===== config.mk =====
export PLATFORM = sky130hd
export DESIGN_NAME = trap_class_ctrl
export DESIGN_NICKNAME = d
export VERILOG_FILES = /design/src/rtl/trap_pkg.sv /design/src/rtl/trap_select.sv /design/src/rtl/trap_bank.sv /design/src/rtl/trap_class_ctrl.sv
export SDC_FILE = /design/constraint.sdc
export NUM_CORES = 1
export LEC_CHECK = 0
export ABC_AREA = 0
export CORE_AREA = 2 2 112 93
export DETAILED_ROUTE_END_ITERATION = 6
export DIE_AREA = 0 0 114 95
export PLACE_DENSITY_LB_ADDON = 0.2
export SYNTH_ARGS = -nofsm -noshare
export SYNTH_HDL_FRONTEND = slang
export SYNTH_SLANG_ARGS = --single-unit

===== constraint.sdc =====
create_clock -name clk -period 2.4 [get_ports clk]
set_input_delay 0.24 -clock clk [delete_from_list [all_inputs] [get_ports clk]]
set_output_delay 0.24 -clock clk [all_outputs]
set_load 0.01 [all_outputs]

===== src/rtl/trap_pkg.sv =====
package trap_pkg;
  localparam int NCLS   = 3;
  localparam int CLS_NC = 0;
  localparam int CLS_CR = 1;
  localparam int CLS_MC = 2;

  typedef struct packed {
    logic       hit;
    logic [1:0] cls;
    logic       sync;
  } pick_t;
endpackage


===== src/rtl/trap_select.sv =====
module trap_select
  import trap_pkg::*;
#(
  parameter int MW     = 8,
  parameter int EE_BIT = 1,
  parameter int CE_BIT = 2,
  parameter int ME_BIT = 3
) (
  input  logic [NCLS-1:0] req_async,
  input  logic [NCLS-1:0] req_sync,
  input  logic [MW-1:0]   msr,
  output pick_t           pick
);
  logic elig_mc, elig_cr, elig_nc;

  always_comb begin
    elig_mc = (req_async[CLS_MC] | req_sync[CLS_MC]) & msr[ME_BIT];
    elig_cr = req_sync[CLS_CR] | (req_async[CLS_CR] & msr[CE_BIT]);
    elig_nc = req_sync[CLS_NC] | (req_async[CLS_NC] & msr[EE_BIT]);
    pick = '0;
    if (elig_mc) begin
      pick.hit  = 1'b1;
      pick.cls  = 2'(CLS_MC);
      pick.sync = req_sync[CLS_MC];
    end else if (elig_cr) begin
      pick.hit  = 1'b1;
      pick.cls  = 2'(CLS_CR);
      pick.sync = req_sync[CLS_CR];
    end else if (elig_nc) begin
      pick.hit  = 1'b1;
      pick.cls  = 2'(CLS_NC);
      pick.sync = req_sync[CLS_NC];
    end
  end
endmodule


===== src/rtl/trap_bank.sv =====
module trap_bank #(
  parameter int AW = 16,
  parameter int MW = 8
) (
  input  logic          clk,
  input  logic          rst_n,
  input  logic          we,
  input  logic [AW-1:0] pc_d,
  input  logic [MW-1:0] msr_d,
  output logic [AW-1:0] pc_q,
  output logic [MW-1:0] msr_q
);
  always_ff @(posedge clk or negedge rst_n) begin
    if (!rst_n) begin
      pc_q  <= '0;
      msr_q <= '0;
    end else if (we) begin
      pc_q  <= pc_d;
      msr_q <= msr_d;
    end
  end
endmodule


===== src/rtl/trap_class_ctrl.sv =====
module trap_class_ctrl
  import trap_pkg::*;
#(
  parameter int          AW     = 16,
  parameter int          MW     = 8,
  parameter int          EE_BIT = 1,
  parameter int          CE_BIT = 2,
  parameter int          ME_BIT = 3,
  parameter logic [AW-1:0] VEC_NC = 16'h0500,
  parameter logic [AW-1:0] VEC_CR = 16'h0100,
  parameter logic [AW-1:0] VEC_MC = 16'h0200
) (
  input  logic          clk,
  input  logic          rst_n,
  input  logic [2:0]    req_async_i,
  input  logic [2:0]    req_sync_i,
  input  logic [2:0]    sync_nxt_i,
  input  logic [AW-1:0] pc_cur_i,
  input  logic [AW-1:0] pc_nxt_i,
  input  logic [MW-1:0] msr_i,
  input  logic [2:0]    ret_i,
  output logic [2:0]    take_o,
  output logic          redir_vld_o,
  output logic [AW-1:0] redir_pc_o,
  output logic [MW-1:0] msr_upd_o
);
  localparam logic [MW-1:0] M_EE = MW'(1) << EE_BIT;
  localparam logic [MW-1:0] M_CE = MW'(1) << CE_BIT;
  localparam logic [MW-1:0] M_ME = MW'(1) << ME_BIT;

  logic [AW-1:0] sv_pc  [NCLS];
  logic [MW-1:0] sv_msr [NCLS];
  logic [NCLS-1:0] bank_we;

  logic          ret_hit;
  logic [1:0]    ret_cls;
  logic [AW-1:0] rst_pc;
  logic [MW-1:0] rst_msr;
  logic [MW-1:0] eff_msr;
  pick_t         pick;
  logic [AW-1:0] save_pc;
  logic [MW-1:0] clr_mask;
  logic [AW-1:0] vec_pc;

  logic          vld_d;
  logic [2:0]    take_d;
  logic [AW-1:0] pc_d;
  logic [MW-1:0] msr_d;

  // return side: highest strobe wins
  always_comb begin
    ret_hit = |ret_i;
    if (ret_i[CLS_MC])      ret_cls = 2'(CLS_MC);
    else if (ret_i[CLS_CR]) ret_cls = 2'(CLS_CR);
    else                    ret_cls = 2'(CLS_NC);
    rst_pc  = sv_pc[ret_cls];
    rst_msr = sv_msr[ret_cls];
    eff_msr = ret_hit ? rst_msr : msr_i;
  end

  trap_select #(
    .MW(MW), .EE_BIT(EE_BIT), .CE_BIT(CE_BIT), .ME_BIT(ME_BIT)
  ) u_sel (
    .req_async (req_async_i),
    .req_sync  (req_sync_i),
    .msr       (eff_msr),
    .pick      (pick)
  );

  always_comb begin
    if (ret_hit)
      save_pc = rst_pc;
    else if (pick.sync && !sync_nxt_i[pick.cls])
      save_pc = pc_cur_i;
    else
      save_pc = pc_nxt_i;

    clr_mask = M_EE;
    vec_pc   = VEC_NC;
    case (pick.cls)
      2'(CLS_CR): begin
        clr_mask = M_EE | M_CE;
        vec_pc   = VEC_CR;
      end
      2'(CLS_MC): begin
        clr_mask = M_EE | M_CE | M_ME;
        vec_pc   = VEC_MC;
      end
      default: ;
    endcase
  end

  for (genvar c = 0; c < NCLS; c++) begin : g_bank
    assign bank_we[c] = pick.hit && (pick.cls == 2'(c));
    trap_bank #(.AW(AW), .MW(MW)) u_bank (
      .clk   (clk),
      .rst_n (rst_n),
      .we    (bank_we[c]),
      .pc_d  (save_pc),
      .msr_d (eff_msr),
      .pc_q  (sv_pc[c]),
      .msr_q (sv_msr[c])
    );
  end

  // next-state
  always_comb begin
    vld_d  = pick.hit | ret_hit;
    take_d = pick.hit ? bank_we : 3'b000;
    pc_d   = pick.hit ? vec_pc : rst_pc;
    msr_d  = pick.hit ? (eff_msr & ~clr_mask) : rst_msr;
  end

  // registers
  always_ff @(posedge clk or negedge rst_n) begin
    if (!rst_n) begin
      redir_vld_o <= 1'b0;
      take_o      <= '0;
      redir_pc_o  <= '0;
      msr_upd_o   <= '0;
    end else begin
      redir_vld_o <= vld_d;
      take_o      <= take_d;
      if (vld_d) begin
        redir_pc_o <= pc_d;
        msr_upd_o  <= msr_d;
      end
    end
  end
endmodule


-- Word level (Yosys, flattened, before mapping)
Index checks and enable logic that the tools add are counted.
W data, S select, Z words.
- register bits after elaboration: 100
- input bits: 54
- output and inout bits: 28
- logic and storage cells: 52
- $lt $le $gt $ge: 2
- eq/ne operators: 2
- muxes and demuxes: 21
- bitwise gates (word level): 10
- reduce and logical (&&, ||, !) cells: 7
- operator list (kind ; number):
    $mux W16 ; 5
    $bmux W16 S2 ; 1
    $mux W8 ; 4
    $pmux W11 S2 ; 1
    $bmux W8 S2 ; 1
    $mux W4 ; 3
    $and A8 B8 Y8 ; 1
    $not A8 Y8 ; 1
    $pmux W4 S2 ; 1
    $logic_and A1 B1 Y1 ; 4
    $or A1 B1 Y1 ; 4
    $and A1 B1 Y1 ; 3
    $ge A3 B3 Y1 const B ; 1
    $lt A2 B3 Y1 const B ; 1
    $mux W3 ; 1
    $not A2 Y3 ; 1
    $reduce_or A3 Y1 ; 1
    $bmux W1 S2 ; 1
    $eq A2 B1 Y1 const B ; 1
    $eq A2 B2 Y1 const B ; 1
    $logic_not A2 Y1 ; 1
    $mux W1 ; 2
    $mux W2 ; 1
    $logic_not A1 Y1 ; 1

-- Depth between registers and ports, before layout
Gate-level depths: netlist of the first run.
- depth after elaboration: 18
- gate-level depth with buffers: 10

-- By module
A second synthesis of the first run with hierarchy kept.
- cell total of the unflattened synthesis: 380
- area, all modules: 4964.8 um^2
- by module, submodules not included (module ; instances ; cells an instance ; area an instance (um^2)):
    trap_bank ; 3 ; 51 ; 997.2
    trap_class_ctrl ; 1 ; 218 ; 1898.1
    trap_select ; 1 ; 9 ; 75.1

-- Worst setup path before layout of the first run
OpenSTA, ideal clock, no wires.
- path kind: register -> register
- start: register g_bank[0].u_bank.msr_q[2]
- end: register g_bank[0].u_bank.pc_q[10]
- setup time: 125 ps
- arrival: 1836 ps
- required time: 2275 ps
- path slack: 440 ps
- cell stages (with the launch flop): 7
- path through: dfrtp_1 > and3b_2 > o211ai_2 > nand2_1 > nor3b_4 > buf_4 > mux2_2
- cells in the longest elaborated chain, start to end: 14
- elaborated cells on any way between the ends: 16
- classes of those cells: mux (10); bitwise (2); reduce/logical (4)
- RTL lines (item ; RTL line ; source):
    start: declaration ; trap_bank.sv:11 ; output logic [MW-1:0] msr_q
    start signal: assignment ; trap_bank.sv:19 ; msr_q <= msr_d;
    $bmux W8 S2 (*) ; trap_class_ctrl.sv:57 ; rst_msr = sv_msr[ret_cls];
    $mux W8 (not written as such) (*) (2 in a row) ; trap_class_ctrl.sv:57 ;
    $mux W8 (*) ; trap_class_ctrl.sv:58 ; eff_msr = ret_hit ? rst_msr : msr_i;
    $and A1 B1 Y1 (*) ; trap_select.sv:18 ; elig_cr = req_sync[CLS_CR] | (req_async[CLS_CR] & msr[CE_BIT]);
    $or A1 B1 Y1 (*) ; trap_select.sv:18 ;
    $mux W4 (*) ; trap_select.sv:25 ; end else if (elig_cr) begin
    $mux W4 (*) ; trap_select.sv:21 ; if (elig_mc) begin
    $bmux W1 S2 ; trap_class_ctrl.sv:73 ; else if (pick.sync && !sync_nxt_i[pick.cls])
    $mux W1 (not written as such) ; trap_class_ctrl.sv:73 ;
    $logic_not A1 Y1 ; trap_class_ctrl.sv:73 ;
    $logic_and A1 B1 Y1 ; trap_class_ctrl.sv:73 ;
    $mux W16 ; trap_class_ctrl.sv:73 ;
    $mux W16 ; trap_class_ctrl.sv:71 ; if (ret_hit)
    end signal: assignment ; trap_bank.sv:18 ; pc_q <= pc_d;
    end: declaration ; trap_bank.sv:10 ; output logic [AW-1:0] pc_q,
Every way passes the cells marked *; elsewhere a longest branch is shown, timed or not. The select of a mux whose other input is x is not followed.
A chain may end at the register's enable or synchronous reset.

-- Worst setup path in the final report of the first run
- start: input port ret_i[0]
- end: register g_bank[1].u_bank.pc_q[2]
- cells in the longest elaborated chain, start to end: 12
- elaborated cells on any way between the ends: 18
- classes of those cells: eq/ne (1); mux (8); bitwise (5); reduce/logical (4)
- RTL lines (item ; RTL line ; source):
    start: declaration ; trap_class_ctrl.sv:21 ; input logic [2:0] ret_i,
    $reduce_or A3 Y1 (*) ; trap_class_ctrl.sv:52 ; ret_hit = |ret_i;
    $mux W8 ; trap_class_ctrl.sv:58 ;
    $and A1 B1 Y1 ; trap_select.sv:18 ;
    $or A1 B1 Y1 ; trap_select.sv:18 ;
    $mux W4 ; trap_select.sv:25 ;
    $mux W4 ; trap_select.sv:21 ;
    $bmux W1 S2 ; trap_class_ctrl.sv:73 ;
    $mux W1 (not written as such) ; trap_class_ctrl.sv:73 ;
    $logic_not A1 Y1 ; trap_class_ctrl.sv:73 ;
    $logic_and A1 B1 Y1 ; trap_class_ctrl.sv:73 ;
    $mux W16 ; trap_class_ctrl.sv:73 ;
    $mux W16 ; trap_class_ctrl.sv:71 ;
    end signal: assignment ; trap_bank.sv:18 ;
    end: declaration ; trap_bank.sv:10 ;
Marks and branches as above.

==> impl_metrics.json, run 1 <==
{
  "worstSkewPairLatency_ns": 0.35,
  "cap_viol_max_count": 0,
  "setup_violations": 0,
  "antenna_left": 0,
  "synth_top_area_cell": "dfrtp_1",
  "fin_nets": 656,
  "io_pins": 82,
  "grt_usage": 0.254,
  "dp_slack_ns": -0.0945,
  "grt_start_max_net_pins": 57,
  "avgViaCountPerCell": 5.62,
  "peakVddDrop_mv": 0.440,
  "rsz0062_at_grt": "no",
  "wirelength_mm": 12.9,
  "period_needed_ns": 2.15,
  "synth_cell_types": 46,
  "fillers": 788,
  "ys.flop_type": "dfrtp_1",
  "fin_ws_ns": 0.249,
  "synth_top_area_share": 0.488,
  "final_cell_mix": "100 x dfrtp_1, 78 x clkdlybuf4s50_1, 62 x nand2_1",
  "die_x_um": 114,
  "period_share": 0.896,
  "rows": 33,
  "die_area_um2": 10800,
  "grt-ovfl-total": 0,
  "fin_worst_skew_ns": 0.00614,
  "p_per_area_nw_per_um2": 889,
  "worstSetupPathType": "in2reg",
  "yosysSeqAreaShare": 0.488,
  "hold_viol": 0,
  "synth_area_leaders": "dfrtp_1 49%, mux2_2 9.4%, a21oi_1 5.4%",
  "die_h_um": 95,
  "core_area_um2": 9830,
  "async_reset_ff_frac": 1.00,
  "initial_core_util": 0.522,
  "clkSinkCount": 100,
  "clock-root-buffer": "clkbuf_16",
  "max_slew_margin": 0.595,
  "dp_cells": 712,
  "tightest_slew_ns": 0.607,
  "drc": 0,
  "synth_nets": 551,
  "synth_area_um2": 5130,
  "finalSetupTns_ns": 0,
  "cts_tree": "yes",
  "end_kind": "flop",
  "critPathLaunchType": "input port",
  "drt_iter0_markers": 205,
  "dpl.hpwl_mm": 9.12,
  "cts_made_buffers": 9,
  "worstPathRequired_ns": 2.69,
  "final_common_cell": "dfrtp_1",
  "crit_fanout": 16,
  "p_leak_nw": 2.83,
  "antenna_cells": 0,
  "max_clock_freq_mhz": 465,
  "ys_ff_latch": 100,
  "synth_edf_count": 0,
  "status": "complete, no violations",
  "p_switching_mw": 1.83,
  "h-tree-depth": 3,
  "pwr-share-comb": 0.315,
  "ys_warn_count": 0,
  "arrival_ns": 2.44,
  "grt_pass1_vias": 4207,
  "postSynthAreaPerCell_um2": 10.3,
  "place_congestion": 0.877,
  "maxSlewViolCount": 0,
  "clkPwrFrac": 0.247,
  "drive_gt1_frac": 0.246,
  "p_total_mw": 5.89,
  "cts.path.max_buffers": 2,
  "wire_per_inst_um": 17.7,
  "grt_pass1_wl_mm": 21.2,
  "worstHoldPathType": "in2reg",
  "antenna_found_initial": 0,
  "stdcell_count": 728,
  "p_int_mw": 4.06,
  "swShare": 0.311,
  "holdWs_ns": 0.423,
  "clkTransAtPathRegs_ns": 0.06,
  "power.share.sequential": 0.439,
  "synth_cells": 497,
  "portBuffers": 81,
  "first_pass_iters": 4,
  "vias": 4093,
  "synthToLayoutAreaGrowth_pct": 29.1
}
Yosys cell counts (all sizes together), types with 5 or more instances:
library cell,instances
a211oi,15
o21ai,32
mux2,43
a311oi,15
nand2,62
inv,5
dfrtp,100
nand2b,15
clkbuf,12
buf,26
a21oi,56
mux2i,20
nor2,59
o21bai,5
registers in the layout, indices dropped and copies added, names as in the netlist:
name                 flops
g_bank.u_bank.pc_q      48
g_bank.u_bank.msr_q     24
redir_pc_o              16
msr_upd_o                8
take_o                   3
redir_vld_o              1
power groups by stage:
stage                     clock network [mW]  registers, mW  logic [mW]
after floorplan                            0           2.55        1.22
after global placement                     0           2.57        1.77
after detailed placement                   0           2.61        1.85
after CTS                               1.47           2.58        1.86
after global routing                    1.53           2.65        2.05
final                                   1.45           2.58        1.85
stage by stage:
stage	cell area (um2)	util
3_3_place_gp	6320	0.643
5_1_grt	6620	0.674
6_report	6620	0.674
3_5_place_dp	6320	0.643
2_1_floorplan	5130	-
4_1_cts	6620	0.674
worst paths after layout:
| kind | slack, ns | depth (start not counted) | startpoint | end |
|---|---|---|---|---|
| setup / recovery | 0.25 | 8 | ret_i[0] | g_bank[1].u_bank.pc_q[2] |
| hold / removal | 0.42 | 4 | ret_i[1] | msr_upd_o[3] |
| setup reg to reg | 0.31 | 6 | g_bank[0].u_bank.msr_q[2] | g_bank[1].u_bank.pc_q[2] |
| hold reg to reg | 0.46 | 2 | g_bank[2].u_bank.msr_q[3] | g_bank[2].u_bank.msr_q[3] |
| max in group asynchronous | 1.24 | 3 | rst_n | g_bank[1].u_bank.pc_q[2] |
| min in group asynchronous | 0.44 | 2 | rst_n | msr_upd_o[4] |
metal layers:
| metal | global-route usage | routed length [um] | vias to the layer above |
|---|---|---|---|
| li1 | - | - | 1950 |
| met1 | 0.331 | 5780 | 2029 |
| met2 | 0.436 | 6330 | 100 |
| met3 | 0.0539 | 563 | 14 |
| met4 | 0.0610 | 193 | 0 |
| met5 | 0 | 0 | - |
critical path, cell delays in order:
cell and delay [ns]:
clkdlybuf4s50_1 0.55, buf_4 0.16, nand3b_1 0.08, a22oi_2 0.24, o22ai_4 0.19, a31o_4 0.36, a211oi_1 0.38, mux2_2 0.23
repair_timing:
item                                   in CTS  in global routing
endpoints found under the hold margin      44                  0
setup buffers                               0                  0
resized for setup                           0                  0
hold buffers                                1                  0
kinds of logic after synthesis:
family / after synthesis / share of synthesized area
simple gates: 153 / 0.134
flops: 100 / 0.488
compound gates: 138 / 0.201
mux: 63 / 0.133
buf+inv: 43 / 0.0434
area by class of cell:
type,count,area (um2),share of cell area
repair buffers,132,1250,0.188
flip-flops and latches,100,2500,0.378
multi-input cells,354,2410,0.364
clock inverters,4,50.0,0.00756
inverters,5,18.8,0.00283
clock buffers,11,243,0.0367
well taps,122,153,0.0231
Power figures use the tool's default switching activity.
==> inputs of run 2 (changes only) <==
--- a/config.mk
+++ b/config.mk
@@ -10,6 +10,7 @@
 export DETAILED_ROUTE_END_ITERATION = 6
 export DIE_AREA = 0 0 114 95
 export PLACE_DENSITY_LB_ADDON = 0.2
+export RECOVER_POWER = 100
 export SYNTH_ARGS = -nofsm -noshare
 export SYNTH_HDL_FRONTEND = slang
 export SYNTH_SLANG_ARGS = --single-unit
==> run 2 against run 1 <==
Against the previous run:
- setup slack got worse by 0.036 ns
- via count fell by 0.49%
- die area did not move
- register-to-register slack got worse by 0.02 ns
- first-iteration DRC count is 12% lower
- global-route usage did not move
- highest routed layer unchanged
==> impl_metrics.json, run 2 (same netlist as run 1, synthesis figures left out) <==
{
  "period_needed_ns": 2.19,
  "crit_fanout": 6,
  "grt_pass1_wl_mm": 21.2,
  "cap_viol_max_count": 0,
  "final_common_cell": "dfrtp_1",
  "h-tree-depth": 3,
  "status": "complete, no violations",
  "cts.path.max_buffers": 2,
  "vias": 4073,
  "drc": 0,
  "place_congestion": 0.877,
  "tightest_slew_ns": 1.18,
  "final_core_util": 0.661,
  "hold_viol": 0,
  "p_per_area_nw_per_um2": 894,
  "largest_reg_flops": 48,
  "max_clock_freq_mhz": 457,
  "worstSkewPairLatency_ns": 0.35,
  "max_slew_margin": 0.217,
  "rows": 33,
  "fillers": 811,
  "r2r_setup_slack_ns": 0.29,
  "antenna_found_initial": 0,
  "fin_nets": 656,
  "grt-ovfl-total": 0,
  "portBuffers": 81,
  "period_share": 0.911,
  "setup_violations": 0,
  "cts_made_buffers": 9,
  "holdWs_ns": 0.427,
  "antenna_cells": 0,
  "wire_per_inst_um": 17.8,
  "worstPathRequired_ns": 2.63,
  "first_pass_iters": 4,
  "fin_area_um2": 6490,
  "io_pins": 82,
  "reg.largest.list": "g_bank.u_bank.pc_q x48, g_bank.u_bank.msr_q x24, redir_pc_o x16",
  "grt_pass1_vias": 4207,
  "arrival_ns": 2.42,
  "cts_tree": "yes",
  "dpl_cell_area_um2": 6320,
  "grt_usage": 0.254,
  "avgViaCountPerCell": 5.59,
  "stdcell_count": 728,
  "peakVddDrop_mv": 0.437,
  "maxSlewViolCount": 0,
  "fin_worst_skew_ns": 0.00711,
  "dp_cells": 712,
  "synthToLayoutAreaGrowth_pct": 26.6,
  "p_leak_nw": 2.84,
  "clkSinkCount": 100,
  "die_area_um2": 10800,
  "clkTransAtPathRegs_ns": 0.07,
  "drive_gt1_frac": 0.206,
  "worstSetupPathType": "in2reg",
  "die_x_um": 114,
  "grt_start_max_net_pins": 57,
  "antenna_left": 0,
  "die_h_um": 95,
  "rsz0062_at_grt": "no",
  "core_area_um2": 9830,
  "critPathLaunchType": "input port",
  "end_kind": "flop",
  "p_total_mw": 5.81,
  "wirelength_mm": 12.9,
  "top_register": "g_bank.u_bank.pc_q",
  "dpl.hpwl_mm": 9.12,
  "clock-root-buffer": "clkbuf_16",
  "worstHoldPathType": "in2reg",
  "drt_iter0_markers": 181,
  "final_cell_mix": "100 x dfrtp_1, 62 x nand2_1, 59 x nor2_1",
  "initial_core_util": 0.522
}
run 2: cell types whose count changed in the layout (fill, tap and decap cells not counted), sizes merged:
cell           previous run  this run
buf                      53        41
clkbuf                   11        23
clkdlybuf4s50            78        50
dlygate4sd3               1        29
run 2: critical path: stages:
cell and delay, ns:
clkdlybuf4s50_1 0.48, nor3_4 0.28, clkbuf_1 0.21, a31oi_4 0.12
nand2_1 0.21, nand3b_1 0.34, clkbuf_1 0.27, mux2i_1 0.21
o21bai_1 0.07
run 2: power breakdown:
part           internal, mW  total, mW  switching [mW]
Sequential             2.28       2.58           0.300
Combinational         0.897       1.78           0.880
Clock                 0.829       1.45           0.621
run 2: per-layer routing:
layer,vias up,track usage,wire (um),share of wire
li1,1953,-,-,-
met2,116,0.436,6400,0.49
met5,-,0,0,0
met1,1996,0.331,5710,0.44
met3,8,0.0539,707,0.055
met4,0,0.0610,116,0.0090
run 2: area by class of cell:
cell class                      count  area (um2)  area share
Clock buffer                       11         243      0.0374
Inverter                            5        18.8     0.00289
Sequential cell                   100        2500       0.385
Tap cell                          122         153      0.0235
Timing Repair Buffer              132        1210       0.186
Clock inverter                      4        50.0     0.00771
Multi-Input combinational cell    354        2320       0.357
run 2: through the flow:
| step | TNS, ns | worst slack, ns |
|---|---|---|
| 2_1_floorplan | 0 | 0.440 |
| 3_3_place_gp | -0.293 | -0.0493 |
| 3_5_place_dp | -1.83 | -0.0945 |
| 4_1_cts | 0 | 0.262 |
| 5_1_grt | 0 | 0.0715 |
| 6_report | 0 | 0.213 |
run 2: final timing paths:
kind	startpoint	endpoint	cells past startpoint
hold / removal	ret_i[1]	msr_upd_o[3]	4
setup reg to reg	g_bank[0].u_bank.msr_q[2]	redir_pc_o[8]	6
hold reg to reg	g_bank[2].u_bank.msr_q[3]	g_bank[2].u_bank.msr_q[3]	2
min in group asynchronous	rst_n	msr_upd_o[4]	2
setup / recovery	ret_i[0]	msr_upd_o[5]	9
max in group asynchronous	rst_n	g_bank[2].u_bank.msr_q[3]	3
run 2: timing repair:
item | in CTS | in global routing
gates resized for setup | 0 | 0
endpoints found under the setup margin | 0 | 0
hold endpoints to repair | 44 | 0
hold buffers | 1 | 0
buffers inserted | 0 | 0
